$ cat src/rtl/altmul_pkg.sv
// Shared constants for the alternating dual multiplier.
// Assumes exactly two lanes; the phase bit indexes them directly.
package altmul_pkg;
    localparam int unsigned ALTMUL_LANES   = 2;
    localparam int unsigned ALTMUL_LATENCY = 4;
endpackage

$ cat src/rtl/altmul_steer.sv
// Input stage and lane phase. Registers the incoming operation and
// toggles a phase bit every cycle, independent of valid.
// Assumes: the registered operation is taken by the lane whose id
// differs from the phase value before the next edge.
module altmul_steer #(
    parameter int unsigned W = 36
) (
    input  logic         clk,
    input  logic         rst_n,
    input  logic         in_valid,
    input  logic [W-1:0] in_a,
    input  logic [W-1:0] in_b,
    output logic         st_valid,
    output logic [W-1:0] st_a,
    output logic [W-1:0] st_b,
    output logic         phase
);
    // Phase toggle: lane selection depends only on cycle parity.
    always_ff @(posedge clk) begin
        if (!rst_n) phase <= 1'b0;
        else        phase <= ~phase;
    end

    // Input register: one operation captured per cycle.
    always_ff @(posedge clk) begin
        if (!rst_n) begin
            st_valid <= 1'b0;
            st_a     <= '0;
            st_b     <= '0;
        end else begin
            st_valid <= in_valid;
            st_a     <= in_a;
            st_b     <= in_b;
        end
    end
endmodule

$ cat src/rtl/altmul_lane.sv
// One half-rate multiplier lane. It takes operands on every other
// edge, holds them for two cycles, and on its next turn registers the
// low word of their product. Assumes the product path is constrained
// as a two-cycle path.
module altmul_lane #(
    parameter int unsigned W       = 36,
    parameter int unsigned LANE_ID = 0
) (
    input  logic         clk,
    input  logic         rst_n,
    input  logic         phase,
    input  logic         st_valid,
    input  logic [W-1:0] st_a,
    input  logic [W-1:0] st_b,
    output logic         res_valid,
    output logic [W-1:0] res_p
);
    localparam logic MY_PHASE = 1'(LANE_ID);

    logic         turn;
    logic         op_valid;
    logic [W-1:0] op_a;
    logic [W-1:0] op_b;
    logic [W-1:0] prod_lo;

    // Turn decode: this lane acts when the phase is the other value.
    always_comb turn = (phase != MY_PHASE);

    // Two-cycle multiply of the held operands, low word kept.
    always_comb prod_lo = op_a * op_b;

    // Operand hold: refreshed only on this lane's turn.
    always_ff @(posedge clk) begin
        if (!rst_n) begin
            op_valid <= 1'b0;
            op_a     <= '0;
            op_b     <= '0;
        end else if (turn) begin
            op_valid <= st_valid;
            op_a     <= st_a;
            op_b     <= st_b;
        end
    end

    // Result register: captures the previous turn's product.
    always_ff @(posedge clk) begin
        if (!rst_n) begin
            res_valid <= 1'b0;
            res_p     <= '0;
        end else if (turn) begin
            res_valid <= op_valid;
            res_p     <= prod_lo;
        end
    end
endmodule

$ cat src/rtl/altmul_merge.sv
// In-order merge. Selects the lane whose result register was just
// refreshed, which is the lane numbered by the current phase.
// Assumes lane results change only on their own turn.
module altmul_merge #(
    parameter int unsigned W     = 36,
    parameter int unsigned LANES = 2
) (
    input  logic                    phase,
    input  logic [LANES-1:0]        res_valid,
    input  logic [LANES-1:0][W-1:0] res_p,
    output logic                    out_valid,
    output logic [W-1:0]            out_p
);
    // Output select by phase.
    always_comb begin
        out_valid = res_valid[phase];
        out_p     = res_p[phase];
    end
endmodule

$ cat src/rtl/altmul_dual.sv
// Top of the alternating dual half-rate multiplier. One operation per
// cycle in, low-word products out in order after four cycles.
// Assumes unsigned operands and a synchronous active-low reset.
module altmul_dual #(
    parameter int unsigned W = 36
) (
    input  logic         clk,
    input  logic         rst_n,
    input  logic         in_valid,
    input  logic [W-1:0] in_a,
    input  logic [W-1:0] in_b,
    output logic         out_valid,
    output logic [W-1:0] out_p
);
    import altmul_pkg::*;
    localparam int unsigned LANES = ALTMUL_LANES;

    logic                    phase;
    logic                    st_valid;
    logic [W-1:0]            st_a;
    logic [W-1:0]            st_b;
    logic [LANES-1:0]        res_valid;
    logic [LANES-1:0][W-1:0] res_p;

    altmul_steer #(.W(W)) u_steer (
        .clk      (clk),
        .rst_n    (rst_n),
        .in_valid (in_valid),
        .in_a     (in_a),
        .in_b     (in_b),
        .st_valid (st_valid),
        .st_a     (st_a),
        .st_b     (st_b),
        .phase    (phase)
    );

    for (genvar g = 0; g < LANES; g++) begin : g_lane
        altmul_lane #(.W(W), .LANE_ID(g)) u_lane (
            .clk       (clk),
            .rst_n     (rst_n),
            .phase     (phase),
            .st_valid  (st_valid),
            .st_a      (st_a),
            .st_b      (st_b),
            .res_valid (res_valid[g]),
            .res_p     (res_p[g])
        );
    end

    altmul_merge #(.W(W), .LANES(LANES)) u_merge (
        .phase     (phase),
        .res_valid (res_valid),
        .res_p     (res_p),
        .out_valid (out_valid),
        .out_p     (out_p)
    );
endmodule


$ cat config.mk
export PLATFORM = sky130hd
export DESIGN_NAME = altmul_dual
export DESIGN_NICKNAME = d
export VERILOG_FILES = /design/src/rtl/altmul_pkg.sv /design/src/rtl/altmul_steer.sv /design/src/rtl/altmul_lane.sv /design/src/rtl/altmul_merge.sv /design/src/rtl/altmul_dual.sv
export SDC_FILE = /design/constraint.sdc
export NUM_CORES = 2
export LEC_CHECK = 0
export BUFFER_PORTS_ARGS = -buffer_cell sky130_fd_sc_hd__buf_2
export CORE_ASPECT_RATIO = 1.75
export CORE_MARGIN = 10
export CORE_UTILIZATION = 65
export DETAILED_ROUTE_END_ITERATION = 8
export GPL_TIMING_DRIVEN = 1
export PLACE_DENSITY = 0.81
export SYNTH_ARGS = -nofsm -noshare
export SYNTH_HDL_FRONTEND = slang
export SYNTH_SLANG_ARGS = --single-unit
$ cat constraint.sdc
create_clock -name clk -period 22.6 [get_ports clk]
set_clock_uncertainty 0.15 [all_clocks]
set_input_delay 5.65 -clock clk [delete_from_list [all_inputs] [get_ports clk]]
set_output_delay 5.65 -clock clk [all_outputs]
set_load 0.1 [all_outputs]
Yosys cells after proc, flatten, opt, wreduce, memory -nomap -nowiden
Cells that the tools add are included.

Register bits: 294. Input bits: 75. Output and inout bits: 37. Word-level logic and storage cells: 22.

Multiply operators: 2. Order comparisons: 1. Muxes and demuxes: 4. Bitwise operators: 1.

Operators by type and width (number): $mul 36x36->36 (2); $mux 36 (2); $lt 1x2->1 const B (1); $mux 1 (2); $not 1->1 (1).

Logic depth before layout (Yosys ltp)
Word-level depth: 2. Mapped depth: 30. Gate-level depth less buffers: 27.

Modules after synthesis
A second synthesis with hierarchy kept.

Cells, all modules: 5520. Area, all modules: 51409.3 µm².

Modules (own cells, without submodules): altmul_lane at g_lane[0].u_lane (times used 1, cells each 2651, area an instance 24420.9 µm², sequential area each 2202.1 µm²); altmul_lane at g_lane[1].u_lane (times used 1, cells each 2672, area an instance 24359.6 µm², sequential area each 2202.1 µm²); altmul_steer (times used 1, cells each 156, area an instance 2028.2 µm², sequential area each 1481.4 µm²); altmul_merge (times used 1, cells each 41, area an instance 600.6 µm², sequential area each 0.0 µm²).

Worst setup path after synthesis
OpenSTA, ideal clock, no wires.

Path type: reg-to-output. From: register u_steer.phase. To: output out_p[17]. Arrival time: 3.013 ns. Required time: 16.800 ns. Setup slack: 13.787 ns. Cell stages (with the launch flop): 5. Buffers on the path: 3. Cells stage by stage: dfxtp_1 > clkbuf_1 > clkbuf_1 > clkbuf_1 > o21ai_0.

Word-level cells in the longest chain between the ends: 2.

Ends and longest elaborated chain: start, declared (line altmul_steer.sv:16) `output logic phase`; start signal, assigned (line altmul_steer.sv:21) `else phase <= ~phase;`; $mux 36 (implied by the code) (2 in a row) (line altmul_merge.sv:17) `out_p = res_p[phase];`; end, declared (line altmul_dual.sv:13) `output logic [W-1:0] out_p`.

Every way passes these cells. The select of a mux whose other input is x is not followed.

Worst setup path after layout
From: register u_steer.phase. To: output out_p[9].

The elaborated chain is that of the path after synthesis.

==> run_results.csv <==
group,metric,value,unit
power,ir_drop,58.8,uV
power,power_switching,588,uW
clock_network,root_buffer,"clkbuf_16",
clock_network,h-tree-depth,1,
clock_network,cts.clk_slew.worst_paths,0.06,ns
synthesis,ys.warnings.count,0,
setup_path,critPathKind,"reg -> out",
timing,period_share,0.387,
setup_path,path_max_fanout,83,
grt,grt_pass1_vias,41800,
outcome,status,"completed",
synthesis,syn_nets,7025,
setup_path,cp_cell_sequence,"buf_4 -> nand2_1 -> nand2_1 -> buf_2",
floorplanning,fp.dieH,390,um
layout,fin_nets,6940,
setup_path,regToRegStartpoint,"g_lane[0].u_lane.op_a[19]",
setup_path,cp-start-kind,"flip-flop",
clock_network,cts-buffers-inserted,30,
drt,viasPerCell,5.72,
power,seqPwrFrac,0.367,
floorplanning,start_util,0.655,
clock_network,cts_hold_buf,0,
synthesis,synthCells,5598,
power,clkPwrFrac,0.356,
placement,gp_congestion,0.993,
synthesis,synth_edf_count,0,
placement,placed_cell_area,52100,sq um
timing,rsz0062_at_grt,"false",
floorplanning,row_count,135,
power,leakage,0.0256,uW
layout,n_fill_cell,6041,
timing,hold_viol,0,
drt,first_pass_iters,6,
timing,setup_slack,13.85,ns
grt,antenna_found_initial,4,
timing,period_needed,8.75,ns
layout,drive_gt1_frac,0.0480,
clock_network,clk_latency,0.62,ns
power,p_comb_frac,0.277,
drt,wire_per_inst,22.5,um
grt,grt_start_max_net_pins,129,
drt,finalWirelength,148000,um
placement,dpl.hpwl,115000,um
layout,area_delta_synth_final,4.84,%
placement,dp_slack,14.49,ns
setup_path,cp_slowest_cell,"buf_4",
drt,vias,37500,
drt,drt-initial-drc-count,2459,
timing,final.setup.tns,0,ns
floorplanning,io_pins,112,
grt,grt_usage,0.338,
clock_network,cts_resized,0,
layout,final_cell_area,53200,sq um
synthesis,seq_area_frac_synth,0.116,
timing,maxSlewViolCount,0,
setup_path,cpMostUsedCell,"nand2_1",
setup_path,cp.required,16.80,ns
synthesis,synth.avg_cell_area,9.07,sq um
synthesis,syn_area,50800,sq um
setup_path,crit_arrival,2.95,ns
setup_path,critPathBufInv,2,
drt,drc_errors,0,
power,p_per_area,30.2,nW/um^2
synthesis,synth_cell_types,54,
timing,worst_slew_pin_slew,1.23,ns
synthesis,synthArstFlopShare,0,
job,cap_violations,0,
timing,max_freq,0.114,GHz
timing,setup_viol,0,
grt,grt_pass1_wl,232000,um
clock_network,clk_path_buf_depth,3,
power,p_sw_frac,0.366,
clock_network,post_cts_buffers,0,
setup_path,cp-end-kind,"output port",
setup_path,critical-path-top-delay-family,"buffers and inverters",
setup_path,slowest_delay,0.79,ns
worst_hold_path,hp-class,"reg -> reg",
synthesis,ys_ff_latch,294,
setup_path,critPathLaunch,"u_steer.phase",
clock_network,cts_sinks,294,
synthesis,ys.flop_type,"dfxtp_1",
worst_hold_path,hp-start,"g_lane[0].u_lane.res_p[25]",
grt,gr-total-overflow,0,
floorplanning,die_area,90100,sq um
floorplanning,design.core.area,77500,sq um
floorplanning,fp.dieW,231,um
timing,relSlewSlack,0.177,
clock_network,cts_tree,"done",
power,p_int,1020,uW
drt,drt.antenna.violating_nets,0,
placement,io_buffers,111,
flip-flops by register name, summed over array words and instances (netlist names):
name / count
g_lane.u_lane.op_a: 72
g_lane.u_lane.op_b: 72
g_lane.u_lane.op_valid: 2
g_lane.u_lane.res_p: 72
g_lane.u_lane.res_valid: 2
u_steer.phase: 1
u_steer.st_a: 36
u_steer.st_b: 36
u_steer.st_valid: 1
per-stage QoR:
| stage | std cells | util | power, uW | hold slack [ns] |
|---|---|---|---|---|
| after detailed placement | 6508 | 0.672 | 1030 | 0.320 |
| after floorplan | 5598 | - | 864 | 0.297 |
| final | 6566 | 0.687 | 1610 | 0.323 |
| after global routing | 6564 | 0.687 | 1670 | 0.342 |
| after global placement | 6508 | 0.672 | 1030 | 0.309 |
| after CTS | 6564 | 0.687 | 1600 | 0.328 |
logic make-up (layout without fill, tap and decap cells):
family	after synthesis	after routing	synth area share
DFF	294	294	0.116
AOI/OAI and AO/OA	250	250	0.0314
and+or+nand+nor	1818	1818	0.185
buffers and inverters	1545	1484	0.114
muxes	153	153	0.0302
xor gates and xnor gates	186	186	0.0321
other	0	2	0
adders and majority gates	1352	1352	0.491
routing by layer:
metal  track usage  share of wire  up-vias
met5             0       0.000088        -
met4         0.280           0.10        2
met3        0.0495          0.075      766
met2         0.595           0.51     1866
met1         0.350           0.32    18900
li1              -              -    16000
layout make-up:
type	instances	area [sq um]	area share
multi-input combinational	3759	39100	0.734
sequential	294	5890	0.111
inverter	1232	4620	0.0869
tap	1027	1280	0.0241
timing repair buffer	196	1210	0.0228
clock buffer	31	764	0.0144
clock inverter	25	360	0.00677
antenna	2	5.00	0.0000940
synthesized netlist by cell type, drive strengths merged (4+ instances only):
master | instances | area (sq um)
nor2b | 160 | 1000
buf | 16 | 62.6
nor3 | 10 | 50.1
xnor2 | 147 | 1290
o21ai | 74 | 370
o21bai | 13 | 97.6
nand2b | 9 | 56.3
ha | 284 | 3550
a21oi | 61 | 317
mux2i | 150 | 1500
xor2 | 39 | 342
a31oi | 6 | 37.5
clkbuf | 297 | 1110
fa | 1068 | 21400
nor2 | 21 | 78.8
and3 | 5 | 31.3
a211o | 4 | 35.0
inv | 1232 | 4620
nand2 | 756 | 2840
o211ai | 7 | 57.6
dfxtp | 294 | 5890
o21a | 7 | 52.6
and2 | 816 | 5100
a211oi | 6 | 55.1
or3 | 5 | 31.3
nand3 | 24 | 120
nand4 | 6 | 37.5
a21o | 21 | 158
a21boi | 34 | 255
tightest hold or removal path, cell delays in order (launching register included):
cell and delay (ns):
dfxtp_1 0.30, nand2_1 0.07, a21boi_1 0.06
path summary, 6_finish.rpt:
check / end / slack (ns) / cells past startpoint
max: out_p[9] / 13.85 / 4
min reg2reg: g_lane[0].u_lane.res_p[25] / 0.32 / 2
max reg2reg: g_lane[0].u_lane.res_p[34] / 14.41 / 25
min: g_lane[0].u_lane.res_p[25] / 0.32 / 2
cells in the final DEF (no fill, tap or decap), types with 7 or more instances in the layout:
cell          n
xor2_1       39
nor3_1       10
a21boi_0     28
buf_2       110
fa_1       1068
xnor2_1     147
o21ai_0      41
and2_1      816
o21bai_1     13
nand2_1     756
mux2i_1     150
dfxtp_1     289
o21a_1        7
buf_4        84
nor2_1       21
inv_1      1232
clkbuf_16    30
ha_1        284
nand3_1      24
a21o_1       21
o21ai_1      33
nor2b_1     160
a21oi_1      60
nand2b_1      9
power groups by stage:
stage | clock, uW | combinational, uW | sequential, uW
after floorplan | 0 | 295 | 569
after global placement | 0 | 427 | 598
after detailed placement | 0 | 436 | 599
after CTS | 576 | 439 | 588
after global routing | 593 | 481 | 592
final | 571 | 445 | 590
Note: power is estimated with default switching activity, not from simulation.
